===== src/rtl/uart_irq_pkg.sv =====
package uart_irq_pkg;

  typedef enum logic [2:0] {
    ID_MODEM  = 3'd0,
    ID_TXSP   = 3'd1,
    ID_RXDATA = 3'd2,
    ID_LINE   = 3'd3,
    ID_RXTMO  = 3'd6
  } irq_id_e;

  localparam int          WORD_W   = 32;
  localparam logic [31:0] CFG_KEEP = 32'h3F00_000F;

  // Returns {valid, code}; the highest-priority enabled cause wins.
  function automatic logic [3:0] irq_select(input logic [3:0] en,
                                            input logic line_ev,
                                            input logic rx_ev,
                                            input logic tmo_ev,
                                            input logic tx_ev,
                                            input logic mdm_ev);
    logic [3:0] r;
    if (en[2] && line_ev)      r = {1'b1, ID_LINE};
    else if (en[0] && rx_ev)   r = {1'b1, ID_RXDATA};
    else if (en[0] && tmo_ev)  r = {1'b1, ID_RXTMO};
    else if (en[1] && tx_ev)   r = {1'b1, ID_TXSP};
    else if (en[3] && mdm_ev)  r = {1'b1, ID_MODEM};
    else                       r = 4'b0000;
    return r;
  endfunction

  function automatic logic [31:0] pack_status(input logic       pend_n,
                                              input logic [2:0] code,
                                              input logic [7:0] msr_raw,
                                              input logic [7:0] lsr);
    return {8'h00, lsr, ~msr_raw, 4'h0, code, pend_n};
  endfunction

endpackage


===== src/rtl/uart_irq_sticky.sv =====
module uart_irq_sticky #(
  parameter int W = 1
) (
  input  logic         clk,
  input  logic         rst_n,
  input  logic [W-1:0] set,
  input  logic         clr,
  output logic [W-1:0] q
);
  for (genvar i = 0; i < W; i++) begin : g_bit
    always_ff @(posedge clk or negedge rst_n) begin
      if (!rst_n) q[i] <= 1'b0;
      else        q[i] <= set[i] | (q[i] & ~clr);
    end
  end
endmodule


===== src/rtl/uart_irq_modem.sv =====
module uart_irq_modem #(
  parameter int N = 4
) (
  input  logic         clk,
  input  logic         rst_n,
  input  logic [N-1:0] lvl_in,
  input  logic         clr,
  output logic [N-1:0] lvl_q,
  output logic [N-1:0] delta_q
);
  logic [N-1:0] change;

  always_ff @(posedge clk or negedge rst_n) begin
    if (!rst_n) lvl_q <= '0;
    else        lvl_q <= lvl_in;
  end

  assign change = lvl_in ^ lvl_q;

  uart_irq_sticky #(.W(N)) u_delta (
    .clk(clk), .rst_n(rst_n), .set(change), .clr(clr), .q(delta_q)
  );
endmodule


===== src/rtl/uart_irq_prio.sv =====
module uart_irq_prio
  import uart_irq_pkg::*;
(
  input  logic [3:0] en,
  input  logic       line_ev,
  input  logic       rx_ev,
  input  logic       tmo_ev,
  input  logic       tx_ev,
  input  logic       mdm_ev,
  output logic       pend_n,
  output logic [2:0] code
);
  logic [3:0] sel;
  assign sel    = irq_select(en, line_ev, rx_ev, tmo_ev, tx_ev, mdm_ev);
  assign pend_n = ~sel[3];
  assign code   = sel[2:0];
endmodule


===== src/rtl/uart_irq_ident.sv =====
module uart_irq_ident
  import uart_irq_pkg::*;
(
  input  logic        clk,
  input  logic        rst_n,
  input  logic        cfg_wr,
  input  logic [31:0] cfg_wdata,
  input  logic        stat_rd,
  input  logic        rx_ack,
  input  logic        rx_trig,
  input  logic        rx_tmo,
  input  logic        tx_space,
  input  logic        rx_ready,
  input  logic        thr_empty,
  input  logic        tx_idle,
  input  logic        err_ovr,
  input  logic        err_par,
  input  logic        err_frm,
  input  logic        err_brk,
  input  logic        err_fifo,
  input  logic        mdm_cts,
  input  logic        mdm_dsr,
  input  logic        mdm_ri,
  input  logic        mdm_dcd,
  output logic [31:0] stat_word,
  output logic [31:0] cfg_word,
  output logic        irq
);
  localparam int N_ERR = 5;
  localparam int N_MDM = 4;
  localparam int N_LVL = 4;

  logic [WORD_W-1:0] cfg_q;
  logic [N_ERR-1:0]  err_q;
  logic [1:0]        rxsrc_q;
  logic [N_LVL-1:0]  lvl_q;
  logic [N_MDM-1:0]  mdm_lvl;
  logic [N_MDM-1:0]  mdm_delta;
  logic [7:0]        lsr_byte;
  logic              pend_n;
  logic [2:0]        code;

  // Named events for the checker.
  logic lsr_clr_ev, rx_clr_ev, line_ev, mdm_ev;
  assign lsr_clr_ev = stat_rd;
  assign rx_clr_ev  = rx_ack;

  always_ff @(posedge clk or negedge rst_n) begin
    if (!rst_n)      cfg_q <= '0;
    else if (cfg_wr) cfg_q <= cfg_wdata & CFG_KEEP;
  end

  // {tx_idle, thr_empty, rx_ready, tx_space}
  always_ff @(posedge clk or negedge rst_n) begin
    if (!rst_n) lvl_q <= '0;
    else        lvl_q <= {tx_idle, thr_empty, rx_ready, tx_space};
  end

  // err_q: [0] overrun [1] parity [2] framing [3] break [4] fifo
  uart_irq_sticky #(.W(N_ERR)) u_err (
    .clk(clk), .rst_n(rst_n),
    .set({err_fifo, err_brk, err_frm, err_par, err_ovr}),
    .clr(lsr_clr_ev), .q(err_q)
  );

  // rxsrc_q: [0] data available [1] timeout
  uart_irq_sticky #(.W(2)) u_rx (
    .clk(clk), .rst_n(rst_n),
    .set({rx_tmo, rx_trig}),
    .clr(rx_clr_ev), .q(rxsrc_q)
  );

  uart_irq_modem #(.N(N_MDM)) u_mdm (
    .clk(clk), .rst_n(rst_n),
    .lvl_in({mdm_dcd, mdm_ri, mdm_dsr, mdm_cts}),
    .clr(lsr_clr_ev),
    .lvl_q(mdm_lvl), .delta_q(mdm_delta)
  );

  assign line_ev  = |err_q;
  assign mdm_ev   = |mdm_delta;
  assign lsr_byte = {err_q[4], lvl_q[3], lvl_q[2], err_q[3:0], lvl_q[1]};

  uart_irq_prio u_prio (
    .en(cfg_q[3:0]), .line_ev(line_ev), .rx_ev(rxsrc_q[0]),
    .tmo_ev(rxsrc_q[1]), .tx_ev(lvl_q[0]), .mdm_ev(mdm_ev),
    .pend_n(pend_n), .code(code)
  );

  assign stat_word = pack_status(pend_n, code, {mdm_lvl, mdm_delta}, lsr_byte);
  assign cfg_word  = cfg_q;
  assign irq       = ~pend_n;
endmodule


===== config.mk =====
export PLATFORM = sky130hd
export DESIGN_NAME = uart_irq_ident
export DESIGN_NICKNAME = d
export VERILOG_FILES = /design/src/rtl/uart_irq_pkg.sv /design/src/rtl/uart_irq_sticky.sv /design/src/rtl/uart_irq_modem.sv /design/src/rtl/uart_irq_prio.sv /design/src/rtl/uart_irq_ident.sv
export SDC_FILE = /design/constraint.sdc
export NUM_CORES = 1
export LEC_CHECK = 0
export BUFFER_PORTS_ARGS = -buffer_cell sky130_fd_sc_hd__buf_2
export CORE_MARGIN = 4
export CORE_UTILIZATION = 37
export DETAILED_ROUTE_END_ITERATION = 10
export PLACE_DENSITY = 0.81
export SLEW_MARGIN = 25
export SYNTH_ARGS = -nofsm -noshare
export SYNTH_HDL_FRONTEND = slang
export SYNTH_SLANG_ARGS = --single-unit

===== constraint.sdc =====
create_clock -name clk -period 2.1 [get_ports clk]
set_input_delay 0.42 -clock clk [delete_from_list [all_inputs] [get_ports clk]]
set_output_delay 0.42 -clock clk [all_outputs]
set_load 0.01 [all_outputs]

# ---- Yosys cells after proc, flatten, opt, wreduce, memory -nomap -nowiden
# Cells that the tools add are included.
dict set report word_totals {
  ff_bits 29
  latch_bits 0
  ram_bits 0
  rom_bits 0
  inputBits 52
  n_memories 0
}
dict set report classes {
  n_addsub 0
  mul 0
  div 0
  n_lt_le_gt_ge 0
  n_eq_ne 0
  shifts 0
  n_mux 5
  n_bitwise 27
  reduce_logical 7
}
# cell n
set op_table {}
lappend op_table {{4-bit two-way mux} 5}
lappend op_table {{1-bit bitwise AND} 11}
lappend op_table {{1-bit OR} 11}
lappend op_table {{8-bit NOT} 1}
lappend op_table {{1-bit logical AND} 5}
lappend op_table {{5-bit OR reduction} 1}
lappend op_table {{4-bit OR reduction} 1}
lappend op_table {{4-bit XOR} 1}
lappend op_table {{1-bit NOT} 3}

# ---- Longest topological paths before layout
dict set report depth {
  depth_word 8
  ltp_mapped 4
  mapped_depth_nobuf 3
}

# ---- Cells and area by module
# A second synthesis with hierarchy kept.
dict set report hier_totals {
  hier_cells 117
  hier_area_um2 1407.6
}
# module instances cells_each area_each_um2 seq_area_each_um2
set modules_own_cells {}
lappend modules_own_cells {uart_irq_ident 1 77 853.3 350.3}
lappend modules_own_cells {{uart_irq_sticky at u_err} 1 11 166.4 125.1}
lappend modules_own_cells {uart_irq_modem 1 8 135.1 100.1}
lappend modules_own_cells {{uart_irq_sticky at u_mdm.u_delta} 1 9 133.9 100.1}
lappend modules_own_cells {{uart_irq_sticky at u_rx} 1 5 68.8 50.0}
lappend modules_own_cells {uart_irq_prio 1 7 50.0 0.0}

# ---- Least setup slack after synthesis
# Ideal clock, no wire load.
dict set report synth_path {
  path_kind {reg-to-output}
  from {reg u_err.q[1]}
  to {out stat_word[0]}
  arrival_time_ps 1399
  required_ps 1680
  slack_ps 281
  stages_incl_launch_ff 5
  cell_sequence {dfrtp_1 -> or4_4 -> o21ai_4 -> and4_1 -> buf_4}
}
dict set report synth_via {
  elab_chain_cells 4
}
# element line
set synth_rtl {}
lappend synth_rtl {{from (decl)} uart_irq_sticky.sv:8} ;# output logic [W-1:0] q
lappend synth_rtl {{from (signal, indexed assignment)} uart_irq_sticky.sv:13} ;# else q[i] <= set[i] | (q[i] & ~clr);
lappend synth_rtl {{5-bit OR reduction} uart_irq_ident.sv:80} ;# assign line_ev = |err_q;
lappend synth_rtl {{1-bit logical AND} uart_irq_pkg.sv:22} ;# if (en[2] && line_ev) r = {1'b1, ID_LINE};
lappend synth_rtl {{4-bit two-way mux} uart_irq_pkg.sv:22}
lappend synth_rtl {{1-bit NOT} uart_irq_prio.sv:15} ;# assign pend_n = ~sel[3];
lappend synth_rtl {{to (decl)} uart_irq_ident.sv:25} ;# output logic [31:0] stat_word,
# No other way between the ends.

# ---- Worst setup path after layout
# Ends and elaborated chain as after synthesis.

==> reports/metrics.csv <==
stage,metric,value,unit
timing,setup_ws,-0.09487,ns
global_routing,antenna_found_initial,0,
logic_synthesis,synth-main-ff-cell,dfrtp_1,
global_routing,grt_max_degree,30,
floorplan,die_area,4641,µm²
layout,antenna_cells,0,
floorplan,initial_core_util,39.16,%
power_and_ir_drop,p_comb_share,16.5,%
power_and_ir_drop,power_frac_seq,48.0,%
layout,regArea,725.7,µm²
setup_path,worst_ep_arrival_time,1.77,ns
clock_tree,path_clk_slew,0.09,ns
power_and_ir_drop,clkPwrFrac,35.5,%
power_and_ir_drop,vdd_drop_max,0.0004749,V
power_and_ir_drop,p_sw_share,25.43,%
place,io_buffers,60,
timing,drv_slew,0,
layout,final_cells,225,
global_routing,grt_usage,12.41,%
timing,finalCritPeriodShare,104.5,%
setup_path,crit_type,flip-flop to output pin,
timing,finClkSkew,0.003574,ns
timing,rsz0062_at_grt,yes,
detailed_routing,vias,912,
detailed_routing,viasPerCell,4.053,
job,drv_cap,0,
timing,setup_tns,-0.2108,ns
clock_tree,cts_tree,built,
setup_path,crit_path_cell_trace,or4_4 -> o21ai_4 -> and4_1 -> buf_2,
detailed_routing,wire_per_inst,11.76,µm
power_and_ir_drop,internal_power,980.3,µW
logic_synthesis,ys_seq_area_share,54.26,%
power_and_ir_drop,p_leak,0.0009053,µW
timing,max_freq,0.4556,GHz
timing,slew_headroom,58.56,%
logic_synthesis,syn_inst,112,
floorplan,dieWidth,68.13,µm
detailed_routing,remaining_drc_errors,0,
setup_path,critPathCaptureType,output pin,
layout,drive_above_1_share,46.37,%
timing,fin_crit,2.195,ns
layout,final_cell_mix,"60 x buf_2, 34 x conb_1, 29 x dfrtp_1",
power_and_ir_drop,switching_power,334.4,µW
setup_path,max_stage_delay,0.55,ns
logic_synthesis,ys_ff_latch,29,
global_routing,grt_overflow,0,
setup_path,worstPathMaxFanout,5,
logic_synthesis,synth_edf_count,0,
layout,final_common_cell,buf_2,
power_and_ir_drop,finalPower,1315,µW
layout,nFillCells,339,
hold_path,min_path_type,input port to async pin,
place,dpl.hpwl,2165,µm
layout,nNetsFinal,230,
setup_path,crit_slowest_cell,or4_4,
setup_path,cp-start-kind,flip-flop,
timing,hold_viol_final,0,
layout,area_delta_synth_final,23.57,%
detailed_routing,ant_nets,0,
layout,multiInputGateArea,431.7,µm²
logic_synthesis,synth_warnings,0,
global_routing,grt_pass1_vias,968,
logic_synthesis,postSynth.asyncResetShare,100.0,%
global_routing,grt_pass1_wl,4119,µm
timing,setup_viol,3,
floorplan,rows,21,
clock_tree,cts_htree_levels,2,
clock_tree,clock-sinks,29,
clock_tree,cts_root_buf,clkbuf_4,
power_and_ir_drop,power_density,795.4,nW/µm²
setup_path,crit_required,1.68,ns
status,violations,negative setup slack,
logic_synthesis,syn_avg_cell_area,11.94,µm²
clock_tree,cts_buffers,5,
floorplan,io_pins,117,
floorplan,fp.dieH,68.13,µm
logic_synthesis,syn_area,1338,µm²
status,outcome,"complete, but fails checks",
detailed_routing,drt-total-wl,2646,µm
clock_tree,cts_buffer_depth,2,
floorplan,fp.coreArea,3416,µm²
detailed_routing,first_iter_violations,8,
timing,worst_pin_slew,0.6216,ns
clock_tree,clk_latency,0.32,ns
logic_synthesis,synth_cell_type_count,19,
place,finalWeightedCongestion,0.7145,
place,dp.cells,215,
detailed_routing,drt_first_pass_iters,2,
==> cell type report <==
type                    count  share of cell area, %
flip-flops and latches     29                  43.91
well taps                  46                  3.482
multi-input cells          70                  26.12
clock buffers               7                  3.331
inverters                  10                  2.271
repair buffers             62                  19.08
clock inverters             1                  1.817
==> layer usage <==
metal | global-route usage [%] | up-vias | routed length (µm)
li1 | - | 424 | -
met5 | 0 | - | 0
met3 | 6.897 | 4 | 389
met4 | 6.700 | 0 | 34
met1 | 12.90 | 422 | 952
met2 | 19.86 | 62 | 1269
==> flip-flops by register name, summed over array words and instances, names as in the netlist <==
name and count:
u_rx.q 2, u_mdm.lvl_q 4, cfg_word 10, u_err.q 5, lvl_q 4, u_mdm.u_delta.q 4
==> cell usage after synthesis, types with 3 or more instances <==
master,instances,area [µm²]
nand2_1,3,11.26
o21ai_0,5,25.02
a21o_1,6,45.04
mux2_2,10,112.6
buf_4,35,262.8
xnor2_1,4,35.03
inv_1,9,33.78
dfrtp_1,29,725.7
==> final timing paths <==
path,startpoint,to,slack (ns),cells past startpoint
max,u_err.q[1],stat_word[0],-0.09,4
min,rst_n,cfg_word[28],0.11,1
max reg2reg,cfg_word[2],cfg_word[2],1.27,1
min reg2reg,u_rx.q[0],u_rx.q[0],0.50,1
max in group asynchronous,rst_n,u_rx.q[1],1.58,1
min in group clk,tx_idle,lvl_q[3],0.20,1
==> stage by stage <==
stage | instance area, µm² | setup slack, ns | hold WS, ns | utilization [%]
after detailed placement | 1553 | 0.2304 | 0.4742 | 45.46
after global placement | 1553 | 0.2237 | 0.4732 | 45.46
after floorplan | 1461 | 0.2806 | 0.1244 | -
after CTS | 1653 | -0.1229 | 0.1174 | 48.39
after global routing | 1653 | -0.1679 | 0.1396 | 48.39
final | 1653 | -0.09487 | 0.1081 | 48.39
==> timing repair <==
item	4_1_cts	5_1_grt
hold buffers	0	0
buffers inserted	2	0
pin swaps	2	1
setup endpoints to repair	5	5
resized for setup	0	0
==> logic make-up after synthesis <==
group	count (synthesis)	share of synthesized area (%)
mux	10	8.419
xor+xnor	4	2.619
buf+inv	46	22.73
compound gates	14	7.764
flops	29	54.26
simple gates	8	3.929
other cells	1	0.2804
==> worst max-delay path, delay by kind of cell, from the launching register on <==
kind / cells / cell delay, ns
buffers and inverters: 1 / 0.14
AO/OA/AOI/OAI: 1 / 0.18
AND/OR/NAND/NOR: 2 / 0.75
flip-flops: 1 / 0.39
==> power groups by stage <==
stage / registers (µW) / clock network [µW] / logic, µW
global route: 639 / 511 / 242
detailed placement: 644 / 0 / 214
global placement: 642 / 0 / 210
floorplan: 654 / 0 / 148
finish: 631 / 467 / 217
CTS: 632 / 480 / 220
(Power assumes the default switching activity.)
